===== config.mk =====
export PLATFORM = sky130hd
export DESIGN_NAME = hdlc_fifo_status
export DESIGN_NICKNAME = d
export VERILOG_FILES = /design/src/rtl/hdlc_stat_pkg.sv /design/src/rtl/hdlc_rx_gate.sv /design/src/rtl/hdlc_rx_fifo.sv /design/src/rtl/hdlc_stat_reg.sv /design/src/rtl/hdlc_fifo_status.sv
export SDC_FILE = /design/constraint.sdc
export NUM_CORES = 1
export LEC_CHECK = 0
export BUFFER_PORTS_ARGS = -buffer_cell sky130_fd_sc_hd__buf_2
export CAP_MARGIN = 20
export CORE_AREA = 2 2 264 371
export CTS_CLUSTER_SIZE = 8
export DETAILED_ROUTE_END_ITERATION = 8
export DIE_AREA = 0 0 266 373
export GPL_TIMING_DRIVEN = 0
export PLACE_DENSITY = 0.7
export SLEW_MARGIN = 30
export SYNTH_ARGS = -nofsm -noshare
export SYNTH_HDL_FRONTEND = slang
export SYNTH_SLANG_ARGS = --single-unit

===== constraint.sdc =====
create_clock -name clk -period 3.4 [get_ports clk]
set_input_delay 0.51 -clock clk [delete_from_list [all_inputs] [get_ports clk]]
set_output_delay 0.51 -clock clk [all_outputs]
set_load 0.005 [all_outputs]

===== src/rtl/hdlc_stat_pkg.sv =====
package hdlc_stat_pkg;

    localparam int SW = 8;

    // status bit positions
    localparam int B_RXFULL = 0;
    localparam int B_OVF    = 1;
    localparam int B_EOPW   = 2;
    localparam int B_EOPR   = 3;
    localparam int B_TXLOW  = 4;
    localparam int B_TXEOP  = 5;
    localparam int B_ABT    = 6;

    typedef enum logic {
        RX_ON      = 1'b0,
        RX_BLOCKED = 1'b1
    } rx_gate_e;

endpackage


===== src/rtl/hdlc_rx_gate.sv =====
module hdlc_rx_gate
    import hdlc_stat_pkg::*;
(
    input  logic clk,
    input  logic rst_n,
    input  logic ovf_ev,
    input  logic flag_seen,
    output logic rx_on,
    output logic rx_disable
);

    rx_gate_e st, st_nxt;

    always_comb begin
        st_nxt = st;
        unique case (st)
            RX_ON:      if (ovf_ev)    st_nxt = RX_BLOCKED;
            RX_BLOCKED: if (flag_seen) st_nxt = RX_ON;
        endcase
    end

    always_ff @(posedge clk) begin
        if (!rst_n) st <= RX_ON;
        else        st <= st_nxt;
    end

    always_comb begin
        unique case (st)
            RX_ON:      begin rx_on = 1'b1; rx_disable = 1'b0; end
            RX_BLOCKED: begin rx_on = 1'b0; rx_disable = 1'b1; end
        endcase
    end

endmodule


===== src/rtl/hdlc_rx_fifo.sv =====
module hdlc_rx_fifo #(
    parameter  int DEPTH = 128,
    parameter  int DW    = 8,
    localparam int AW    = $clog2(DEPTH),
    localparam int CW    = AW + 1
) (
    input  logic          clk,
    input  logic          rst_n,
    input  logic          push,
    input  logic [DW-1:0] push_data,
    input  logic          push_eop,
    input  logic          pop,
    output logic [DW-1:0] head_data,
    output logic          head_eop,
    output logic [CW-1:0] level,
    output logic          full,
    output logic          empty,
    output logic          head_new
);

    logic [DW:0]   mem [DEPTH];
    logic [AW-1:0] wr_ptr, rd_ptr;

    assign full  = (level == CW'(DEPTH));
    assign empty = (level == '0);

    always_ff @(posedge clk) begin
        if (push) mem[wr_ptr] <= {push_eop, push_data};
    end

    always_ff @(posedge clk) begin
        if (!rst_n) begin
            wr_ptr   <= '0;
            rd_ptr   <= '0;
            level    <= '0;
            head_new <= 1'b0;
        end else begin
            if (push) wr_ptr <= (wr_ptr == AW'(DEPTH - 1)) ? '0 : wr_ptr + AW'(1);
            if (pop)  rd_ptr <= (rd_ptr == AW'(DEPTH - 1)) ? '0 : rd_ptr + AW'(1);
            unique case ({push, pop})
                2'b10:   level <= level + CW'(1);
                2'b01:   level <= level - CW'(1);
                default: level <= level;
            endcase
            // a different entry sits at the head next cycle
            head_new <= pop || (push && empty);
        end
    end

    always_comb begin
        if (empty) begin
            head_data = '0;
            head_eop  = 1'b0;
        end else begin
            head_data = mem[rd_ptr][DW-1:0];
            head_eop  = mem[rd_ptr][DW];
        end
    end

endmodule


===== src/rtl/hdlc_stat_reg.sv =====
module hdlc_stat_reg #(
    parameter int SW = 8
) (
    input  logic          clk,
    input  logic          rst_n,
    input  logic [SW-1:0] ev,
    input  logic          clr,
    input  logic [SW-1:0] mask,
    output logic [SW-1:0] stat,
    output logic          irq
);

    always_ff @(posedge clk) begin
        if (!rst_n)   stat <= '0;
        else if (clr) stat <= ev;
        else          stat <= stat | ev;
    end

    assign irq = |(stat & mask);

endmodule


===== src/rtl/hdlc_fifo_status.sv =====
module hdlc_fifo_status
    import hdlc_stat_pkg::*;
#(
    parameter  int DEPTH = 128,
    parameter  int TXW   = 8,
    localparam int CW    = $clog2(DEPTH) + 1
) (
    input  logic           clk,
    input  logic           rst_n,
    input  logic           rx_wr_en,
    input  logic [7:0]     rx_wr_data,
    input  logic           rx_wr_eop,
    input  logic           rx_flag_seen,
    input  logic           rx_abort,
    input  logic           rx_rd_en,
    output logic [7:0]     rx_rd_data,
    output logic           rx_rd_eop,
    output logic [CW-1:0]  rx_level,
    output logic           rx_disable,
    input  logic [CW-1:0]  full_thresh,
    input  logic [TXW-1:0] tx_level,
    input  logic [TXW-1:0] low_thresh,
    input  logic           tx_eop_done,
    input  logic           tx_underrun,
    input  logic           irq_sel,
    input  logic           stat_rd,
    input  logic [SW-1:0]  irq_mask,
    output logic [SW-1:0]  stat_q,
    output logic           irq
);

    logic rx_on, full, empty, head_new;
    logic push, pop, ovf_ev;
    logic full_cond, full_prev, low_cond, low_prev;
    logic [SW-1:0] ev;

    assign push   = rx_wr_en && rx_on && !full;
    assign ovf_ev = rx_wr_en && rx_on && full;
    assign pop    = rx_rd_en && !empty;

    hdlc_rx_gate u_gate (
        .clk        (clk),
        .rst_n      (rst_n),
        .ovf_ev     (ovf_ev),
        .flag_seen  (rx_flag_seen),
        .rx_on      (rx_on),
        .rx_disable (rx_disable)
    );

    hdlc_rx_fifo #(.DEPTH(DEPTH), .DW(8)) u_fifo (
        .clk       (clk),
        .rst_n     (rst_n),
        .push      (push),
        .push_data (rx_wr_data),
        .push_eop  (rx_wr_eop),
        .pop       (pop),
        .head_data (rx_rd_data),
        .head_eop  (rx_rd_eop),
        .level     (rx_level),
        .full      (full),
        .empty     (empty),
        .head_new  (head_new)
    );

    assign full_cond = rx_level > full_thresh;
    assign low_cond  = tx_level < low_thresh;

    // level history for edge detection; transmit side starts "low"
    always_ff @(posedge clk) begin
        if (!rst_n) begin
            full_prev <= 1'b0;
            low_prev  <= 1'b1;
        end else begin
            full_prev <= full_cond;
            low_prev  <= low_cond;
        end
    end

    always_comb begin
        ev           = '0;
        ev[B_RXFULL] = full_cond && !full_prev;
        ev[B_OVF]    = ovf_ev;
        ev[B_EOPW]   = push && rx_wr_eop;
        ev[B_EOPR]   = (head_new && !empty && rx_rd_eop) || (rx_rd_en && empty);
        ev[B_TXLOW]  = low_cond && !low_prev;
        ev[B_TXEOP]  = tx_eop_done;
        ev[B_ABT]    = irq_sel ? tx_underrun : rx_abort;
    end

    hdlc_stat_reg #(.SW(SW)) u_stat (
        .clk   (clk),
        .rst_n (rst_n),
        .ev    (ev),
        .clr   (stat_rd),
        .mask  (irq_mask),
        .stat  (stat_q),
        .irq   (irq)
    );

endmodule


### Word-level counts from Yosys, hierarchy flattened

Memories as Yosys holds them, arrays and structs flattened. A register that Yosys moved wholly into a read port is not among the register bits.
Cells that the tools add are included.

| operators by class | value |
|---|---|
| equal/unequal tests | 5 |
| order comparisons | 2 |
| mux-type cells | 16 |
| add/sub/neg operators | 4 |
| reductions and logical operators | 21 |
| bitwise operators | 4 |

Operators with widths:

| cell | count |
|---|---|
| 2-to-1 mux 7 bit | 5 |
| one-hot mux 8 bit (2 select lines) | 1 |
| adder 7 x 1 -> 7 bit, second input constant | 2 |
| equality test 7 bit, second input constant | 2 |
| logical AND 1 bit | 11 |
| adder 8 x 1 -> 8 bit, second input constant | 1 |
| AND 8 bit | 1 |
| equality test 8 bit, second input constant | 1 |
| > comparator 8 bit | 1 |
| logical NOT 8 bit | 1 |
| < comparator 8 bit | 1 |
| 2-to-1 mux 8 bit | 1 |
| bitwise OR 8 x 7 -> 8 bit | 1 |
| OR reduction 8 bit | 1 |
| subtractor 8 x 1 -> 8 bit, second input constant | 1 |
| 2-to-1 mux 1 bit | 6 |
| one-hot mux 1 bit (2 select lines) | 3 |
| logical NOT 1 bit | 4 |
| equality test 2 x 1 -> 1 bit, second input constant | 1 |
| equality test 2 bit, second input constant | 1 |
| logical OR 1 bit | 2 |
| NOT 1 bit | 2 |
| nonzero test 2 bit | 1 |
| OR reduction 2 bit | 1 |

| word-level totals | value |
|---|---|
| bits of input ports | 51 |
| logic and storage cells | 62 |
| output and inout bits | 27 |
| memories kept | 1 |
| bits in registers | 34 |
| memory bits (writable) | 1152 |

Memory list:

| name | depth | bits a word | rd ports | clocked after Yosys merged registers in | wr ports | line | source |
|---|---|---|---|---|---|---|---|
| u_fifo.mem | 128 | 9 | 1 | 1 | 1 | hdlc_rx_fifo.sv:21 | `logic [DW:0] mem [DEPTH];` |

### Depth between registers and ports, before layout

| depth | value |
|---|---|
| word-level depth | 7 |
| depth in mapped cells | 14 |
| mapped depth without buffers | 12 |

### By module

Synthesis repeated with hierarchy kept, for this count alone.

| unflattened totals | value |
|---|---|
| cell total of the unflattened synthesis | 2451 |
| area total of the unflattened synthesis | 47265.3 um2 |

Modules (own cells, without submodules):

| module | area each (um2) | cells an instance | instances | sequential area each (um2) |
|---|---|---|---|---|
| hdlc_rx_fifo | 46359.5 | 2347 | 1 | 35193.8 |
| hdlc_fifo_status | 539.3 | 69 | 1 | 40.0 |
| hdlc_stat_reg | 311.5 | 30 | 1 | 160.2 |
| hdlc_rx_gate | 55.1 | 5 | 1 | 20.0 |

### Worst setup path before layout

OpenSTA, ideal clock, no wires.

| timing | value |
|---|---|
| kind | reg-to-reg |
| start point | register u_fifo.level[3] |
| end point | register u_fifo.level[6] |
| setup slack | 233 ps |
| period minus slack after synthesis | 3167 ps |
| cell stages (with the launch flop) | 15 |
| setup time | 115 ps |
| required time | 3285 ps |
| data arrival time | 3052 ps |
| path buffers | 2 |
| cells stage by stage | dfxtp_1 -> clkbuf_1 -> nor4_4 -> and3_1 -> a21oi_2 -> inv_1 -> ha_1 -> clkbuf_1 -> xor2_1 -> ha_1 -> and3_1 -> a31oi_1 -> o32ai_1 -> or3_1 -> and3_1 |

| on the way | value |
|---|---|
| word-level cells in the longest chain between the ends | 5 |
| elaborated cells on any way between the ends | 12 |
| those cells by class | 2 x add/sub; 3 x eq/ne; 1 x mux; 6 x reduce/logical |

Ends and longest elaborated chain:

| item | line | source |
|---|---|---|
| start: declaration | hdlc_rx_fifo.sv:15 | `output logic [CW-1:0] level,` |
| start signal: assignment | hdlc_rx_fifo.sv:41 | `2'b10: level <= level + CW'(1);` |
| start signal: assignment | hdlc_rx_fifo.sv:42 | `2'b01: level <= level - CW'(1);` |
| start signal: assignment | hdlc_rx_fifo.sv:43 | `default: level <= level;` |
| parallel branches: the longest is 5 deep, another holds subtractor 8 x 1 -> 8 bit | - |  |

Several ways; the timed one is not identified.
A chain may end at the register's enable or synchronous reset.

==> run summary <==
==============================================================================
Number of global-route vias before repair                                24600
Setup total negative slack                                            -6.31 ns
Cell internal power dissipation                                       29700 uW
Total nets after synthesis                                                2206
Violated checks                                                   negative setup slack
Yosys warns                                                                  0
Min setup slack post-route                                           -0.750 ns
Buffers added on ports                                                      74
Top-Level Pins                                                              78
Die X-Extent                                                            266 um
Max-capacitance violation count                                              0
Hold Crit Class                                                   input pin to flip-flop
Area taken by flip-flops and latches                                0.0354 mm2
Total number of H-tree levels                                                4
Transition time at the pin with the least slew margin                  1.04 ns
Total die area                                                      0.0992 mm2
Fin. max-slew vios                                                           0
Maximum vdd ir drop                                                   0.413 mV
Cell area after technology mapping                                  0.0467 mm2
Drt wl/cell                                                            33.0 um
Shortest period the worst path allows                                  4.15 ns
Synth cell count leaders                                          sky130_fd_sc_hd__edfxtp_1 (1152), sky130_fd_sc_hd__mux4_2 (349), sky130_fd_sc_hd__nor2_1 (148), sky130_fd_sc_hd__clkbuf_1 (45), sky130_fd_sc_hd__dfxtp_1 (40)
Final Cycle Share                                                         1.22
Leakage                                                              0.0172 uW
Synth Instances                                                           2136
Clock latency at the later pin of the worst-skew pair                  0.76 ns
GR met3 Demand/Resource                                                 0.0512
Congestion Overflow GR                                                       0
Synth area leaders                                                sky130_fd_sc_hd__edfxtp_1 (74%), sky130_fd_sc_hd__mux4_2 (17%), sky130_fd_sc_hd__dfxtp_1 (1.7%)
Sequential share of the synthesized area                                 0.758
CP Class                                                          flip-flop to output port
Pre-CTS setup slack                                                   -1.28 ns
Post-detail-place hpwl                                                 80.0 mm
Pin count of the biggest net entering global routing                       109
Run status                                                        finished, violations left
Setup repair after global routing missed its margin                        yes
Core Footprint                                                      0.0959 mm2
Total wire length after detailed routing                                122 mm
Fraction of layout cells with a size suffix above 1                      0.374
Fill count                                                                6683
Crit path largest cell delay                                           0.67 ns
Number of buffers created by CTS                                           167
CP startpoint kind                                                   flip-flop
Net load switching power                                              10600 uW
Overall routing resource usage                                           0.248
Unique masters post-synth                                                   61
Met1 demand-to-capacity share in global routing                          0.287
Slowest cell on the critical path                                 sky130_fd_sc_hd__clkbuf_1
Most instantiated library cell after synthesis                    sky130_fd_sc_hd__edfxtp_1
Antenna diode instance count                                                 0
Fmax achieved                                                          241 MHz
Combinational fraction of design power                                   0.229
Synthesized area divided by synthesized cell count                    21.9 um2
First-pass GRT wire length                                              174 mm
Max_slew headroom                                                        0.306
Fraction of power spent switching nets                                   0.263
Starting Density                                                         0.487
Count of unresolved DRC violations after routing                             0
Required time at the endpoint of the critical path                     2.89 ns
Cell type with the largest total area after synthesis             sky130_fd_sc_hd__edfxtp_1
Share of synthesized registers carrying an async set or reset                0
Vertical die dimension                                                  373 um
Post-synth EDFFs                                                          1152
CTS Buffer Depth                                                             3
Last weighted congestion value of the routability-driven placer          0.929
Initial antenna violation count                                              0
FF+latch count, synth                                                     1192
Crit end category                                                  output port
Multi-input gate area in the final layout                           0.0116 mm2
Total power                                                           40300 uW
Clock tree from TritonCTS                                                  yes
Layout net count                                                          2488
Total vias in the final route                                            23600
Length of the first detailed-routing pass in iterations                      7
DRC marker count from the first detailed-route iteration                  2490
CTS Root Cell                                                     sky130_fd_sc_hd__clkbuf_16
Critical path arrival                                                  3.64 ns
Clock Pin Slew Worst Setup and Hold Paths                              0.05 ns
Pwr/cell area                                                       726 mW/mm2
Placement Rows                                                             135
Most Used Layer, Global Route                                             met2
Number of failing hold endpoints at the final stage                          0
Max FO, Critical Path                                                       10
Area delta synth->final                                                  18.9%
Proportion of power drawn by the clock network                           0.364
# clock sinks                                                             1192
Remaining antenna violation count                                            0
Routed via count divided by cell count                                    6.38
Leading register cell type out of synthesis                       sky130_fd_sc_hd__edfxtp_1
GR Layer Usage met2                                                      0.429
List of cells traversed by the critical path                      clkbuf_2 -> clkbuf_1 -> mux4_2 -> a22o_4 -> a221oi_4 -> o22ai_2 -> buf_2
Area share of the largest cell type after synthesis                      0.741
Register share of total power                                            0.407
Final setup violation count                                                 18
Worst clock skew on the final layout                                 0.0289 ns
==============================================================================
==> metrics by stage <==
step                      instance area, um2  hold WS, ns  utilization  instances
final                                  55500       0.0520        0.579       3697
after CTS                              55000       0.0105        0.573       3684
after global routing                   55500       0.0378        0.579       3697
after floorplan                        46700        0.433            -       2136
after detailed placement               49000        0.452        0.511       3456
after global placement                 48600        0.443        0.507       3443
==> timing repair <==
action	in CTS	in global routing
setup buffers	8	8
cloned	4	6
hold endpoints to repair	2	0
gates resized for setup	348	62
endpoints found under the setup margin	1086	551
pin swaps	10	12
hold buffers	2	0
==> worst max-delay path: cells and delay by family (launching register included) <==
family / cells / cell delay [ns]
buffers and inverters: 3 / 1.24
AO/OA/AOI/OAI: 3 / 0.68
multiplexers: 1 / 0.54
flip-flops: 1 / 0.42
==> metal layers <==
layer  share of wire  routed length, um  up-vias
li1                -                  -     9498
met1            0.34              41600    12500
met2            0.53              64500     1336
met3           0.072               8820      295
met4           0.058               7110        0
met5               0                  0        -
==> placed cells by master, fill, tap and decap left out, types with 14 or more instances in the layout <==
master,count
sky130_fd_sc_hd__a22o_4,14
sky130_fd_sc_hd__and2_1,16
sky130_fd_sc_hd__buf_12,22
sky130_fd_sc_hd__buf_16,18
sky130_fd_sc_hd__buf_2,71
sky130_fd_sc_hd__buf_4,31
sky130_fd_sc_hd__buf_6,22
sky130_fd_sc_hd__clkbuf_1,47
sky130_fd_sc_hd__clkbuf_16,178
sky130_fd_sc_hd__clkbuf_2,14
sky130_fd_sc_hd__dfxtp_1,37
sky130_fd_sc_hd__edfxtp_1,1152
sky130_fd_sc_hd__ha_1,18
sky130_fd_sc_hd__inv_1,26
sky130_fd_sc_hd__mux4_2,349
sky130_fd_sc_hd__nand2_1,37
sky130_fd_sc_hd__nand3_1,17
sky130_fd_sc_hd__nor2_1,30
sky130_fd_sc_hd__nor2_2,58
sky130_fd_sc_hd__nor2_4,60
sky130_fd_sc_hd__nor2b_1,18
sky130_fd_sc_hd__o21ai_0,14
==> final timing paths <==
check             startpoint                end  slack [ns]  depth (start not counted)
max reg2reg  u_fifo.level[0]  u_fifo.mem[71][1]       -0.01                          7
min reg2reg  u_fifo.head_new     u_stat.stat[3]        0.46                          2
min                  irq_sel     u_stat.stat[6]        0.05                          3
max                flip-flop      rx_rd_data[2]       -0.75                          7
==> power groups by stage <==
stage | clock network [uW] | registers, uW | logic [uW]
floorplan | 0 | 16600 | 4820
global route | 15400 | 16400 | 9530
global placement | 0 | 16700 | 7460
detailed placement | 0 | 16600 | 7640
CTS | 14800 | 16400 | 8770
finish | 14700 | 16400 | 9220
==> final cells by class <==
cell class / count / share of cell area
Tap cell: 1233 / 0.0278
Clock buffer: 205 / 0.0797
Clock inverter: 10 / 0.00198
Inverter: 29 / 0.00210
Timing Repair Buffer: 114 / 0.0203
Sequential cell: 1192 / 0.637
Multi-Input combinational cell: 803 / 0.208
Buffer: 111 / 0.0221
==> registers in the layout, summed over array words and instances, names as in the netlist, named ones only <==
| signal | cells |
|---|---|
| low_prev | 1 |
| u_fifo.mem | 1152 |
| u_fifo.head_new | 1 |
| full_prev | 1 |
| u_fifo.rd_ptr | 7 |
| u_fifo.wr_ptr | 7 |
| u_fifo.level | 8 |
| u_gate.st | 1 |
| u_stat.stat | 7 |
==> cells by family (layout without fill, tap and decap cells) <==
| group | count (synthesis) | after routing | share of synthesized area |
|---|---|---|---|
| other | 1 | 1 | 0.0000803 |
| and+or+nand+nor | 286 | 286 | 0.0285 |
| DFF | 1192 | 1192 | 0.758 |
| AOI/OAI and AO/OA | 118 | 118 | 0.0191 |
| adders and majority gates | 19 | 19 | 0.00509 |
| buffers and inverters | 141 | 469 | 0.0152 |
| muxes | 362 | 362 | 0.171 |
| xor gates and xnor gates | 17 | 17 | 0.00319 |
Note: power is estimated with default switching activity, not from simulation.
